## src/rtl/ppc_pkg.sv

```systemverilog
// Package: shared types and helpers for the PPS ping-pong counter.
// Assumes nothing beyond IEEE 1800-2017 package support.
package ppc_pkg;

    // Identifies which of the two counters a result came from.
    typedef enum logic {
        SRC_A = 1'b0,
        SRC_B = 1'b1
    } src_e;

    // Number of alternating counters; the gate scheme relies on two.
    localparam int unsigned NUM_CNT = 2;

endpackage

```

## src/rtl/ppc_sync.sv

```systemverilog
// Module: ppc_sync
// Brings an asynchronous level into the clk domain through a chain of
// flops and emits a one-cycle pulse on each rising transition.
// Assumes each input level lasts at least one clock period.
module ppc_sync #(
    parameter int unsigned STAGES = 2
) (
    input  logic clk,
    input  logic rst_n,
    input  logic async_in,
    output logic rise
);
    localparam int unsigned CHAIN = STAGES + 1;

    logic [CHAIN-1:0] chain_q;

    // Shift the input through the synchroniser plus one edge-history flop.
    always_ff @(posedge clk) begin
        if (!rst_n) begin
            chain_q <= '0;
        end else begin
            chain_q <= {chain_q[CHAIN-2:0], async_in};
        end
    end

    // Rising edge: the synchronised level is high and the older one is low.
    assign rise = chain_q[STAGES-1] & ~chain_q[STAGES];

endmodule

```

## src/rtl/ppc_gate.sv

```systemverilog
// Module: ppc_gate
// Divides the synchronised PPS edges by two to form the gate. It flags
// the cycle after each gate flip, together with the counter that has
// just stopped counting. Assumes rising edges are at least two cycles apart.
module ppc_gate
    import ppc_pkg::*;
(
    input  logic clk,
    input  logic rst_n,
    input  logic pps_rise,
    output logic gate,
    output logic win_end,
    output src_e ended_src
);
    logic gate_q;
    logic gate_d;

    // Toggle the gate on each edge; keep a delayed copy for change detection.
    always_ff @(posedge clk) begin
        if (!rst_n) begin
            gate_q <= 1'b0;
            gate_d <= 1'b0;
        end else begin
            gate_d <= gate_q;
            if (pps_rise) begin
                gate_q <= ~gate_q;
            end
        end
    end

    assign gate      = gate_q;
    assign win_end   = gate_q ^ gate_d;
    // Before the flip a high gate meant A was counting, a low gate meant B.
    assign ended_src = gate_d ? SRC_A : SRC_B;

endmodule

```

## src/rtl/ppc_counter.sv

```systemverilog
// Module: ppc_counter
// Counts enabled clock cycles and saturates at all-ones. A sticky
// overflow flag is set when an increment is refused. A clear resets both
// and takes priority over the enable.
module ppc_counter #(
    parameter int unsigned CNT_W = 32
) (
    input  logic             clk,
    input  logic             rst_n,
    input  logic             en,
    input  logic             clr,
    output logic [CNT_W-1:0] count,
    output logic             ovf
);
    localparam logic [CNT_W-1:0] CNT_MAX = '1;

    // Saturating increment with a sticky overflow; clear wins.
    always_ff @(posedge clk) begin
        if (!rst_n || clr) begin
            count <= '0;
            ovf   <= 1'b0;
        end else if (en) begin
            if (count == CNT_MAX) begin
                ovf <= 1'b1;
            end else begin
                count <= count + 1'b1;
            end
        end
    end

endmodule

```

## src/rtl/pps_pingpong_counter.sv

```systemverilog
// Module: pps_pingpong_counter (top)
// Measures oscillator cycles per PPS second with two counters that take
// turns. The gate from ppc_gate enables A while high and B while low. At
// each gate flip the stopped counter is latched and strobed out, and it is
// cleared one cycle later. Assumes PPS edges are at least six cycles apart.
module pps_pingpong_counter
    import ppc_pkg::*;
#(
    parameter int unsigned CNT_W       = 32,
    parameter int unsigned SYNC_STAGES = 2
) (
    input  logic             clk,
    input  logic             rst_n,
    input  logic             pps_in,
    output logic [CNT_W-1:0] res_count,
    output logic             res_src,
    output logic             res_ovf,
    output logic             res_partial,
    output logic             res_ready
);
    logic             pps_rise;
    logic             gate;
    logic             win_end;
    src_e             ended_src;
    logic             primed_q;
    logic [CNT_W-1:0] cnt_q [NUM_CNT];
    logic             ovf_q [NUM_CNT];
    logic             clr   [NUM_CNT];
    logic             en    [NUM_CNT];

    ppc_sync #(.STAGES(SYNC_STAGES)) u_sync (
        .clk      (clk),
        .rst_n    (rst_n),
        .async_in (pps_in),
        .rise     (pps_rise)
    );

    ppc_gate u_gate (
        .clk       (clk),
        .rst_n     (rst_n),
        .pps_rise  (pps_rise),
        .gate      (gate),
        .win_end   (win_end),
        .ended_src (ended_src)
    );

    // One counter per gate phase: index 0 counts on high, index 1 on low.
    for (genvar i = 0; i < NUM_CNT; i++) begin : g_cnt
        assign en[i]  = (i == 0) ? gate : ~gate;
        assign clr[i] = res_ready && (res_src == i[0]);

        ppc_counter #(.CNT_W(CNT_W)) u_counter (
            .clk   (clk),
            .rst_n (rst_n),
            .en    (en[i]),
            .clr   (clr[i]),
            .count (cnt_q[i]),
            .ovf   (ovf_q[i])
        );
    end

    // Latch the stopped counter, tag it, and raise the one-cycle strobe.
    always_ff @(posedge clk) begin
        if (!rst_n) begin
            res_count   <= '0;
            res_src     <= 1'b0;
            res_ovf     <= 1'b0;
            res_partial <= 1'b0;
            res_ready   <= 1'b0;
            primed_q    <= 1'b0;
        end else begin
            res_ready <= win_end;
            if (win_end) begin
                res_count   <= cnt_q[ended_src];
                res_ovf     <= ovf_q[ended_src];
                res_src     <= ended_src;
                res_partial <= ~primed_q;
                primed_q    <= 1'b1;
            end
        end
    end

endmodule

```

## config.mk

```make
export PLATFORM = sky130hd
export DESIGN_NAME = pps_pingpong_counter
export DESIGN_NICKNAME = d
export VERILOG_FILES = /design/src/rtl/ppc_pkg.sv /design/src/rtl/ppc_sync.sv /design/src/rtl/ppc_gate.sv /design/src/rtl/ppc_counter.sv /design/src/rtl/pps_pingpong_counter.sv
export SDC_FILE = /design/constraint.sdc
export NUM_CORES = 1
export LEC_CHECK = 0
export BUFFER_PORTS_ARGS = -buffer_cell sky130_fd_sc_hd__buf_4
export CAP_MARGIN = 20
export CORE_MARGIN = 1
export CORE_UTILIZATION = 50
export DETAILED_ROUTE_END_ITERATION = 6
export GPL_TIMING_DRIVEN = 0
export HOLD_SLACK_MARGIN = 0.05
export PLACE_DENSITY = 0.68
export SETUP_SLACK_MARGIN = 0.5
export SLEW_MARGIN = 20
export SYNTH_ARGS = -nofsm -noshare
export SYNTH_HDL_FRONTEND = slang
export SYNTH_SLANG_ARGS = --single-unit
```

## constraint.sdc

```tcl
create_clock -name clk -period 6.3 [get_ports clk]
set_clock_uncertainty 0.05 [all_clocks]
set_input_delay 0 -clock clk [delete_from_list [all_inputs] [get_ports clk]]
set_output_delay 0 -clock clk [all_outputs]
set_load 0.05 [all_outputs]
```

# Word-level counts from Yosys, hierarchy flattened
# Cells that the tools add are included.
[totals] regBits=108
[classes] n_addsub=2 magnitude_cmp=1 n_eq_ne=2 mux=7 bitwise=9 n_reduce_logical=9
[op_table] op="32-bit two-way mux" n=3
[op_table] op="32-bit by 1-bit adder with 32-bit output, second input constant" n=2
[op_table] op="32-bit equality test, second input constant" n=2
[op_table] op="2-bit AND reduction" n=4
[op_table] op="1-bit inverter" n=6
[op_table] op="1-bit two-way mux" n=4
[op_table] op="2-bit >= comparator, second input constant" n=1
[op_table] op="1-bit logical AND" n=2
[op_table] op="1-bit logical OR" n=2
[op_table] op="1-bit inverter with 2-bit output" n=1
[op_table] op="1-bit bitwise AND" n=1
[op_table] op="1-bit logical NOT" n=1
[op_table] op="1-bit XOR" n=1

# Longest topological paths before layout
[logic_depth] depth_word=5 mapped_depth=8

# Hierarchy
# Synthesis repeated with hierarchy kept, for this count alone.
[unflattened] cells_unflattened=588 hier_area_um2=5307.6
[by_module_without_submodules] mod="ppc_counter" n_inst=2 cells_per_inst=206 area_each_um2=1767.9 seq_area_each_um2=660.6
[by_module_without_submodules] mod="pps_pingpong_counter" n_inst=1 cells_per_inst=162 area_each_um2=1604.0 seq_area_each_um2=740.7
[by_module_without_submodules] mod="ppc_sync" n_inst=1 cells_per_inst=7 area_each_um2=92.6 seq_area_each_um2=60.1
[by_module_without_submodules] mod="ppc_gate" n_inst=1 cells_per_inst=7 area_each_um2=75.1 seq_area_each_um2=40.0

# Worst setup path after synthesis
# OpenSTA, ideal clock, no wires.
[synth_timing] path_type="flip-flop to flip-flop" startpoint="register g_cnt[1].u_counter.count[0]" endpoint="register g_cnt[1].u_counter.count[27]" setup_time_ns=0.071 t_arrival_ns=2.132 path_slack_ns=4.047 stages_incl_launch_ff=9 n_path_buf=2 synth_period_minus_slack_ns=2.253 path_cell_list="dfxtp_1 ha_1 nand4_1 nor4_1 a21o_1 buf_2 buf_2 o21ai_0 a21oi_1"
[synth_between] elab_chain_cells=3 word_cells_on_any_way=4
[synth_rtl] element="from (decl)" line_no="ppc_counter.sv:12" rtl="output logic [CNT_W-1:0] count,"
[synth_rtl] element="from (signal assigned)" line_no="ppc_counter.sv:26" rtl="count <= count + 1'b1;"
[synth_rtl] element="branches (longest 3 deep; another with 32-bit by 1-bit adder with 32-bit output)"
# Several ways; the timed one is not identified.
# A chain may end at the register's enable or synchronous reset.

# Final worst setup path
# Same ends and word-level chain as after synthesis.

==> summary.md <==
| Metric | Value |
|---|---|
| Run status | `finished, final reports clean` |
| Synthesized area per cell | `8.38 µm²` |
| Max_cap viols | `0` |
| Synthesized net count | `635` |
| Crit share post-route | `45.7%` |
| Clk root buf | `clkbuf_8` |
| Hold EP | `u_sync.chain_q[0]` |
| Critical setup path kind | `flop to flop` |
| Power Internal | `1000 µW` |
| Min-delay src | `pps_in` |
| Fmax | `0.347 GHz` |
| Routed Antenna Nets | `0` |
| Synth Instances | `630` |
| Finished Layout Cells | `821` |
| Ys Warns | `0` |
| Post-synth top area share | `41.0%` |
| Core area | `10300 µm²` |
| Clock power frac | `37.4%` |
| Final TNS setup | `0 ns` |
| Leakage Power | `0.00209 µW` |
| Hold depth | `3` |
| Share of post-route cells with drive strength above 1 | `10.1%` |
| Final Wtd Congestion | `0.834` |
| Slew Limit Fails | `0` |
| Synthesized area | `5280 µm²` |
| N_diodes | `0` |
| Area growth from synthesis to layout | `13.5%` |
| RR Endpoint | `g_cnt[1].u_counter.count[27]` |
| Nets | `685` |
| RR Startpoint | `g_cnt[1].u_counter.count[0]` |
| Ys async rst share | `0%` |
| Die width | `105 µm` |
| GRT Util Overall | `26.3%` |
| WP data arrival | `3.15 ns` |
| P_sw | `348 µW` |
| PortBufs | `37` |
| Combinational Power Share | `9.7%` |
| Vias | `4966` |
| Worst EP required | `6.57 ns` |
| Clock Path Buffers | `2` |
| Cell taking the most area after synthesis | `dfxtp_1` |
| CTS tree | `built` |
| Number of fill cells | `970` |
| Hold Path Class | `input pin to flop` |
| # Post-CTS Setup Buffers | `0` |
| Insertion delay to the later sink of the worst-skew pair | `0.38 ns` |
| Maximum vdd drop | `0.000162 V` |
| Power per cell area | `226 nW/µm²` |
| DP HPWL | `10600 µm` |
| H-tree depth | `3` |
| Minimum clock period | `2.88 ns` |
| Drt first pass iters | `5` |
| CP max FO | `10` |
| Post-route cell area | `5990 µm²` |
| Critical Path Start Type | `flop` |
| Reg2reg setup slack | `3.42 ns` |
| Routed WL per cell | `17.5 µm` |
| Top cells by area, synth | `dfxtp_1 41%, mux2i_1 8.2%, nand2_1 6.5%` |
| Reg2Reg Depth | `8` |
| Top Ports | `39` |
| Routed WL | `14300 µm` |
| Relative slew slack | `37.2%` |
| Hold Vio Cnt, Final | `0` |
| Seq/Total Area, Yosys | `41.0%` |
| Area after DPL | `5730 µm²` |
| CTS Sinks | `108` |
| Vias per cell | `6.05` |
| Aggregate global routing overflow | `0` |
| Number of global-route vias before repair | `4582` |
| Pwr Total | `1350 µW` |
| Sequential power share | `52.9%` |
| Placed cell count | `803` |
| Die footprint | `11000 µm²` |
| Worst slew pin tran | `0.933 ns` |
| Die H | `105 µm` |
| #FFs+latches synth | `108` |
| CP Capture Type | `flop` |
| Switching fraction of total power | `25.8%` |
| Reg clk slew, reported paths | `0.10 ns` |
| Row cnt | `37` |
| Number of flops mapped to enable cells by yosys | `0` |
| Initial core utilization | `51.4%` |
| Global-route wire length before repair | `22900 µm` |
| Largest net degree at the start of global routing | `18` |
| Initial antenna violation count | `0` |
| Final Setup Violations | `0` |
| Distinct cell type count after synthesis | `46` |
| Dominant synthesized flop cell | `dfxtp_1` |
| Inserted Clock Buffers | `9` |
| Unrepaired setup endpoints after global routing | `false` |
| Starting DRT DRC Count | `234` |
| Residual DRC | `0` |
[cells in the mapped netlist, types with 2 or more instances]
cell / count
ha_1: 2
or3_1: 31
xor2_1: 2
xnor2_1: 8
nand4_1: 17
nand3_1: 24
a31o_2: 3
o21ai_0: 33
o31ai_1: 14
a31oi_1: 3
buf_2: 5
a211oi_1: 2
nor4_1: 5
buf_1: 6
nand3b_1: 2
dfxtp_1: 108
and2_1: 10
nand2_1: 91
inv_1: 8
and4_1: 9
a22oi_1: 11
or4_1: 25
nor2b_1: 2
clkbuf_1: 28
a21oi_1: 48
a21o_1: 3
o211ai_1: 9
and3_1: 31
mux2i_1: 43
nor2_1: 20
a21boi_0: 12
[layer usage]
metal  track usage [%]  up-vias  wire, µm
met5                 0        -         0
met4              11.2        0       365
met3              4.68       30       842
met2              41.7      143      6620
met1              35.3     2369      6510
li1                  -     2424         -
[registers in the layout, indices dropped and copies added (netlist names)]
signal / flops
res_partial: 1
u_gate.gate_d: 1
res_src: 1
g_cnt.u_counter.ovf: 2
u_sync.chain_q: 3
res_ready: 1
primed_q: 1
res_count: 32
g_cnt.u_counter.count: 64
res_ovf: 1
u_gate.gate: 1
[logic make-up (layout without fill, tap and decap cells)]
family | count (synthesis) | count (layout) | synth area share, %
DFF | 108 | 108 | 41.0
xor gates and xnor gates | 10 | 10 | 1.66
and+or+nand+nor | 276 | 276 | 28.4
adders and majority gates | 2 | 2 | 0.474
muxes | 43 | 43 | 8.16
buffers and inverters | 48 | 103 | 3.53
AOI/OAI and AO/OA | 143 | 143 | 16.8
[how the worst max path moves through the flow]
stage / from / end / slack (ns) / cells after the start
after detailed placement: g_cnt[1].u_counter.count[0] / g_cnt[1].u_counter.count[27] / 3.49 / 8
final: g_cnt[1].u_counter.count[0] / g_cnt[1].u_counter.count[27] / 3.42 / 8
after global placement: g_cnt[1].u_counter.count[0] / g_cnt[1].u_counter.count[27] / 3.57 / 8
after CTS: g_cnt[1].u_counter.count[0] / g_cnt[1].u_counter.count[27] / 3.42 / 8
after floorplan: g_cnt[1].u_counter.count[0] / g_cnt[1].u_counter.count[27] / 4.05 / 8
after global routing: g_cnt[1].u_counter.count[0] / g_cnt[1].u_counter.count[27] / 3.19 / 8
[critical path, stage by stage (launching register included)]
cell and delay [ns]:
dfxtp_1 0.44, ha_1 0.25, nand4_1 0.26, nor4_1 0.85, a21o_1 0.24, buf_2 0.19, buf_2 0.26, o21ai_0 0.14
a21oi_1 0.13
[what timing repair did]
action,CTS,global route
hold buffers,2,0
gates resized for setup,0,0
endpoints found under the hold margin,3,0
[power by group through the flow]
stage	sequential, µW	combinational, µW	clock, µW
after floorplan	762	59.0	0
after global placement	729	129	0
after detailed placement	730	131	0
after CTS	714	132	509
after global routing	717	142	539
final	714	132	505
[stage by stage]
step | setup slack, ns | util, % | hold slack (ns)
floorplan | 4.05 | - | 0.0773
global route | 3.19 | 58.3 | 0.314
finish | 3.42 | 58.3 | 0.314
CTS | 3.42 | 58.2 | 0.312
detailed placement | 3.49 | 55.7 | 0.162
global placement | 3.57 | 55.7 | 0.158
[cell type report]
| cell class | instances | area [µm²] | share of cell area [%] |
|---|---|---|---|
| plain buffers | 39 | 153 | 2.55 |
| clock buffers | 9 | 124 | 2.07 |
| clock inverters | 7 | 115 | 1.92 |
| inverters | 9 | 33.8 | 0.564 |
| multi-input cells | 474 | 2940 | 49.0 |
| flip-flops and latches | 108 | 2160 | 36.1 |
| well taps | 136 | 170 | 2.84 |
| repair buffers | 39 | 298 | 4.97 |
[placed cells by master (no fill, tap or decap), drive strengths merged, types with 3 or more instances in the layout]
cell | synthesis | final
and2 | 11 | 11
mux2i | 43 | 43
clkbuf | 28 | 37
buf | 11 | 48
and4 | 9 | 9
a21oi | 48 | 48
o211ai | 10 | 10
clkinv | 1 | 3
or4 | 26 | 26
a21o | 3 | 3
inv | 8 | 8
bufinv | 0 | 3
nor4 | 5 | 5
xnor2 | 8 | 8
and3 | 31 | 31
a21boi | 12 | 12
nand4 | 18 | 18
a31oi | 3 | 3
or3 | 31 | 31
a22oi | 11 | 11
nor2 | 20 | 20
nand3 | 24 | 24
nand2 | 91 | 91
dfxtp | 108 | 108
a31o | 3 | 3
o21ai | 33 | 33
o31ai | 14 | 14
No activity file was read; power rests on OpenSTA's default activity.
